### config.mk
export PLATFORM = sky130hd
export DESIGN_NAME = ppa_adder
export DESIGN_NICKNAME = d
export VERILOG_FILES = /design/src/rtl/ppa_pkg.sv /design/src/rtl/ppa_bitpg.sv /design/src/rtl/ppa_black.sv /design/src/rtl/ppa_gray.sv /design/src/rtl/ppa_prefix.sv /design/src/rtl/ppa_adder.sv
export SDC_FILE = /design/constraint.sdc
export NUM_CORES = 1
export LEC_CHECK = 0
export ABC_CLOCK_PERIOD_IN_PS = 1100
export BUFFER_PORTS_ARGS = -buffer_cell sky130_fd_sc_hd__buf_2
export CAP_MARGIN = 20
export CORE_MARGIN = 2
export CORE_UTILIZATION = 54
export CTS_CLUSTER_DIAMETER = 100
export DETAILED_ROUTE_END_ITERATION = 12
export PLACE_DENSITY = 0.82
export SLEW_MARGIN = 10
export SYNTH_ARGS = -nofsm -noshare
export SYNTH_HDL_FRONTEND = slang
export SYNTH_HIERARCHICAL = 1
export SYNTH_SLANG_ARGS = --single-unit
### constraint.sdc
create_clock -name clk_i -period 1.1 [get_ports clk_i]
set_clock_uncertainty 0.15 [all_clocks]
set_input_delay 0.165 -clock clk_i [delete_from_list [all_inputs] [get_ports clk_i]]
set_output_delay 0.165 -clock clk_i [all_outputs]
set_load 0.02 [all_outputs]
### src/rtl/ppa_pkg.sv
package ppa_pkg;
    typedef enum logic [1:0] {
        TOPO_DENSE = 2'd0,
        TOPO_SPLIT = 2'd1,
        TOPO_SWEEP = 2'd2
    } topo_e;
endpackage

### src/rtl/ppa_bitpg.sv
module ppa_bitpg #(
    parameter int N = 16
) (
    input  logic [N-1:0] a_i,
    input  logic [N-1:0] b_i,
    output logic [N-1:0] g_o,
    output logic [N-1:0] p_o
);
    for (genvar i = 0; i < N; i++) begin : g_bit
        assign g_o[i] = a_i[i] & b_i[i];
        assign p_o[i] = a_i[i] ^ b_i[i];
    end
endmodule

### src/rtl/ppa_black.sv
module ppa_black (
    input  logic g_hi_i,
    input  logic p_hi_i,
    input  logic g_lo_i,
    input  logic p_lo_i,
    output logic g_o,
    output logic p_o
);
    assign g_o = g_hi_i | (p_hi_i & g_lo_i);
    assign p_o = p_hi_i & p_lo_i;
endmodule

### src/rtl/ppa_gray.sv
module ppa_gray (
    input  logic g_hi_i,
    input  logic p_hi_i,
    input  logic g_lo_i,
    output logic g_o
);
    assign g_o = g_hi_i | (p_hi_i & g_lo_i);
endmodule

### src/rtl/ppa_prefix.sv
module ppa_prefix
    import ppa_pkg::*;
#(
    parameter int    N        = 16,
    parameter topo_e TOPOLOGY = TOPO_DENSE
) (
    input  logic [N-1:0] g_i,
    input  logic [N-1:0] p_i,
    output logic [N-1:0] gpre_o
);
    localparam int LOG = $clog2(N);
    localparam int NL  = (TOPOLOGY == TOPO_SWEEP) ? 2 * LOG - 1 : LOG;

    // Lower partner of a position at a level, or -1 when it is only buffered.
    function automatic int partner(int lvl, int pos);
        int d;
        partner = -1;
        case (TOPOLOGY)
            TOPO_DENSE: begin
                d = 1 << lvl;
                if (pos >= d) partner = pos - d;
            end
            TOPO_SPLIT: begin
                if (((pos >> lvl) & 1) == 1) partner = ((pos >> lvl) << lvl) - 1;
            end
            default: begin
                if (lvl < LOG) begin
                    d = 1 << lvl;
                    if (((pos + 1) % (2 * d)) == 0) partner = pos - d;
                end else begin
                    d = 1 << (2 * LOG - 2 - lvl);
                    if (pos >= 2 * d && ((pos + 1) % (2 * d)) == d) partner = pos - d;
                end
            end
        endcase
    endfunction

    // Lowest position covered by a position's span after a number of levels.
    function automatic int span_low(int lvl, int pos);
        int q;
        if (lvl == 0) return pos;
        q = partner(lvl - 1, pos);
        if (q < 0) return span_low(lvl - 1, pos);
        return span_low(lvl - 1, q);
    endfunction

    logic gl [0:NL][0:N-1];
    logic pl [0:NL-1][0:N-1];

    for (genvar i = 0; i < N; i++) begin : g_in
        assign gl[0][i] = g_i[i];
        assign pl[0][i] = p_i[i];
        assign gpre_o[i] = gl[NL][i];
    end

    for (genvar lv = 0; lv < NL; lv++) begin : g_lvl
        for (genvar i = 0; i < N; i++) begin : g_pos
            localparam int Q    = partner(lv, i);
            localparam bit GRAY = (Q >= 0) && ((span_low(lv, Q) == 0) || (lv == NL - 1));
            if (Q < 0) begin : g_buf
                assign gl[lv+1][i] = gl[lv][i];
                if (lv + 1 < NL) begin : g_pbuf
                    assign pl[lv+1][i] = pl[lv][i];
                end
            end else if (GRAY) begin : g_gray
                ppa_gray u_cell (
                    .g_hi_i (gl[lv][i]),
                    .p_hi_i (pl[lv][i]),
                    .g_lo_i (gl[lv][Q]),
                    .g_o    (gl[lv+1][i])
                );
                if (lv + 1 < NL) begin : g_pzero
                    assign pl[lv+1][i] = 1'b0;
                end
            end else begin : g_black
                ppa_black u_cell (
                    .g_hi_i (gl[lv][i]),
                    .p_hi_i (pl[lv][i]),
                    .g_lo_i (gl[lv][Q]),
                    .p_lo_i (pl[lv][Q]),
                    .g_o    (gl[lv+1][i]),
                    .p_o    (pl[lv+1][i])
                );
            end
        end
    end
endmodule

### src/rtl/ppa_adder.sv
module ppa_adder
    import ppa_pkg::*;
#(
    parameter int    N        = 16,
    parameter topo_e TOPOLOGY = TOPO_DENSE
) (
    input  logic         clk_i,
    input  logic         rst_ni,
    input  logic [N-1:0] a_i,
    input  logic [N-1:0] b_i,
    input  logic         cin_i,
    output logic [N-1:0] sum_o,
    output logic         cout_o
);
    typedef struct packed {
        logic [N-1:0] sum;
        logic         cout;
    } res_t;

    logic [N-1:0] bit_g, bit_p;
    logic [N-1:0] net_g, net_p;
    logic [N-1:0] carry;
    logic         cout_full;
    res_t         res_d, res_q;

    ppa_bitpg #(.N(N)) u_bitpg (
        .a_i (a_i),
        .b_i (b_i),
        .g_o (bit_g),
        .p_o (bit_p)
    );

    // Slot 0 holds the carry-in; slot k holds operand bit k-1.
    if (N > 1) begin : g_shift
        assign net_g = {bit_g[N-2:0], cin_i};
        assign net_p = {bit_p[N-2:0], 1'b0};
    end else begin : g_single
        assign net_g = cin_i;
        assign net_p = 1'b0;
    end

    ppa_prefix #(.N(N), .TOPOLOGY(TOPOLOGY)) u_prefix (
        .g_i    (net_g),
        .p_i    (net_p),
        .gpre_o (carry)
    );

    // Final span covering the top operand bit down to the carry-in.
    ppa_gray u_cout (
        .g_hi_i (bit_g[N-1]),
        .p_hi_i (bit_p[N-1]),
        .g_lo_i (carry[N-1]),
        .g_o    (cout_full)
    );

    always_comb begin
        res_d      = res_q;
        res_d.sum  = bit_p ^ carry;
        res_d.cout = cout_full;
    end

    always_ff @(posedge clk_i or negedge rst_ni) begin
        if (!rst_ni) res_q <= '0;
        else         res_q <= res_d;
    end

    assign sum_o  = res_q.sum;
    assign cout_o = res_q.cout;
endmodule

# ---- Word-level counts from Yosys, hierarchy flattened
# Cells that the tools add are included.
dict set report op_classes {
  add_sub_neg 0
  n_mul 0
  n_div 0
  n_lt_le_gt_ge 0
  eq_ne 0
  shifts 0
  n_mux 0
  n_bitwise 167
  reduce_logical 0
}
# op count
set ops {}
lappend ops {{1-bit bitwise AND} 100}
lappend ops {{1-bit OR} 50}
lappend ops {{1-bit bitwise XOR} 16}
lappend ops {{16-bit bitwise XOR} 1}
dict set report word_totals {
  reg_bits 17
  latch_bits 0
  ramBits 0
  rom_bits 0
  inputBits 35
  out_inout_bits 17
  wordCells 169
  memories 0
}

# ---- Longest topological paths before layout
dict set report depth {
  depth_word 11
  depth_mapped 7
  ltp_nobuf 6
}

# ---- Modules after synthesis
# Netlist, hierarchy kept.
# module instances cells_each area_each_um2
set by_module_without_submodules {}
lappend by_module_without_submodules {ppa_adder 1 34 569.3}
lappend by_module_without_submodules {ppa_black 34 2 15.0}
lappend by_module_without_submodules {ppa_bitpg 1 16 200.2}
lappend by_module_without_submodules {ppa_gray 16 1 7.5}
lappend by_module_without_submodules {ppa_prefix 1 16 120.1}

# ---- Worst setup path after synthesis
# OpenSTA, ideal clock, no wires.
dict set report synth_timing {
  path_type {input to register}
  startpoint {input a_i[7]}
  endpoint {register res_q (netlist bit sum_o[15])}
  arrival_time_ns 1.483
  t_required_ns 0.827
  slack_ns -0.655
  cell_stages 7
  cell_sequence {ha_1 > and2_2 > and2_2 > and2_2 > a21o_1 > buf_4 > xor2_1}
}
# element line
set synth_lines {}
lappend synth_lines {{start, declared} ppa_adder.sv:9} ;# input logic [N-1:0] a_i,
lappend synth_lines {{end signal, assigned} ppa_adder.sv:64} ;# else res_q <= res_d;
lappend synth_lines {{end, declared} ppa_adder.sv:24} ;# res_t res_d, res_q;

==> summary.md <==
| Metric | Value |
|---|---|
| Status | complete, but fails checks |
| Failing checks | setup timing |
| Vias in the first global route | 1412 |
| Hold_ws | 0.0339 ns |
| WP data required | around 1.1 ns |
| Initial antenna violation count | 0 |
| Max_cap viols | 0 |
| Pleak | 1.37 nW |
| Crit start category | input port |
| Rows | 19 |
| CTS buffer count | 3 |
| I/O Pins | 52 |
| Post-route ant nets | 0 |
| Height of the die | 57.0 µm |
| Placer congestion estimate | between 0.8 and 0.9 |
| Syn nets | 200 |
| Hold Path Origin | cin_i |
| CTS tree | built |
| Ant diodes | 0 |
| Clk root buf | clkbuf_4 |
| Critical Path AT | 1.42 ns |
| 1st-pass router iterations | 4 |
| Fillers | 138 |
| Wire per inst | around 17 µm |
| Avg Cell Area, Syn | 10.2 µm² |
| Warnings from Yosys | 6 |
| Slew @ Worst Pin | 0.349 ns |
| RSZ-0062 raised after global routing | yes |
| Pin count of the biggest net entering global routing | 18 |
| Starting DRT DRC Count | 37 |
| Setup Crit Path Kind | input port to flip-flop |
| CP Launch Point | b_i[4] |
| Slew Limit Fails | 0 |
| Layout Nets | 268 |
| Util after Layout | 88.3% |
| Clock sinks | 17 |
| Hold Vio Cnt, Final | 0 |
| DRC errors left | 0 |
| Die Area | 3250 µm² |
| Highest Clock Rate | 0.725 GHz |
| Post-Syn Instances | 149 |
| Slew HR | 76.7% |
| Routed vias | 1334 |
| CTS max path bufs | 2 |
| GRT Total Usage | between 20% and 30% |
| Post-synthesis cell area | around 1500 µm² |
| Total gr overflow | 0 |
| Share of cells above drive strength 1 | 61.6% |
| Post-Place Cell Area | 2080 µm² |
| Critical-path maximum fanout | 4 |
| Tmin final | 1.38 ns |
| VDD IR max | 1.31 mV |
| Final WL | 4080 µm |
| Core Region | 2710 µm² |
| Hold WC Path Type | input port to flip-flop |
| Final WS setup | -0.280 ns |
| Clk pin slew, worst setup/hold paths | 0.09 ns |
| Finished Cell Area | 2390 µm² |
| Period utilization | 125% |
| Pwr/cell area | 1110 nW/µm² |
| DIE WIDTH | 57.0 µm |
| Initial Util | a little under three fifths |
| Mean number of vias per cell | 5.40 |
| First-pass GRT wire length | 6450 µm |
| Crit path capture type | flip-flop |
| Post-DP HPWL | 2960 µm |
| Final setup fails | 32 |
| H-Tree Depth | 1 |
| Area growth, synth to finish | 57.8% |
| IO Port Bufs | between 50 and 60 |
## critical path: stages
cell and delay (ns):
buf_6 0.10, ha_4 0.24, a21o_1 0.19, a21o_1 0.21
a21o_1 0.18, a21o_1 0.19, a21o_1 0.16
## routing by layer
metal  GRT usage (%)  part of all wire (%)
met2            46.3                    53
met3            3.63                   4.9
met5               0                     0
met1            30.6                    40
met4            9.63                   1.8
## flip-flops by register name, summed over array words and instances, names as in the netlist
| signal | cells |
|---|---|
| cout_o | 1 |
| sum_o | 16 |
## report_power, final
part	leakage [nW]	internal, mW	total, mW	switching [mW]
clock	0.0150	0.141	0.322	0.181
sequential	0.199	0.758	0.826	0.0673
combinational	1.16	0.857	1.51	0.656
total	1.37	1.76	2.66	0.904
## what timing repair did
item,in CTS,in global routing
hold buffers,1,0
endpoints found under the hold margin,17,0
resized for setup,50,10
setup endpoints to repair,32,32
buffers inserted,4,0
pin swaps,33,9
## path summary, 6_finish.rpt
check | end | slack, ns | depth (start not counted)
max | cout_o$_DFF_PN0_ | -0.28 | 7
min in group asynchronous | sum_o[7]$_DFF_PN0_ | 0.16 | 2
max in group asynchronous | sum_o[0]$_DFF_PN0_ | 0.38 | 2
min | sum_o[0]$_DFF_PN0_ | 0.03 | 3
## layout by cell type (no fill, tap or decap)
master and n:
and2_2 9, and2_4 25, dfrtp_1 17, dlygate4sd3_1 1
buf_8 1, a21o_1 50, ha_4 15, ha_1 1
clkbuf_4 3, xor2_1 13, buf_4 22, buf_6 36
buf_2 19, xor2_2 3, clkbuf_1 1
## area by class of cell
class                   count  area, µm²  share of cell area [%]
clock buffers               4       26.3                    1.10
multi-input cells         116       1210                    50.7
flip-flops and latches     17        425                    17.8
well taps                  31       38.8                    1.62
repair buffers             79        691                    28.9
## stage by stage
stage               power [mW]  TNS (ns)  setup slack [ns]  cells
floorplan                 1.64     -5.73            -0.480    149
global placement          1.99     -7.82            -0.585    238
detailed placement        2.03     -8.12            -0.616    238
CTS                       2.60     -3.23            -0.285    247
global route              2.79     -4.20            -0.307    247
finish                    2.66     -3.47            -0.280    247
Note: power is estimated with default switching activity, not from simulation.
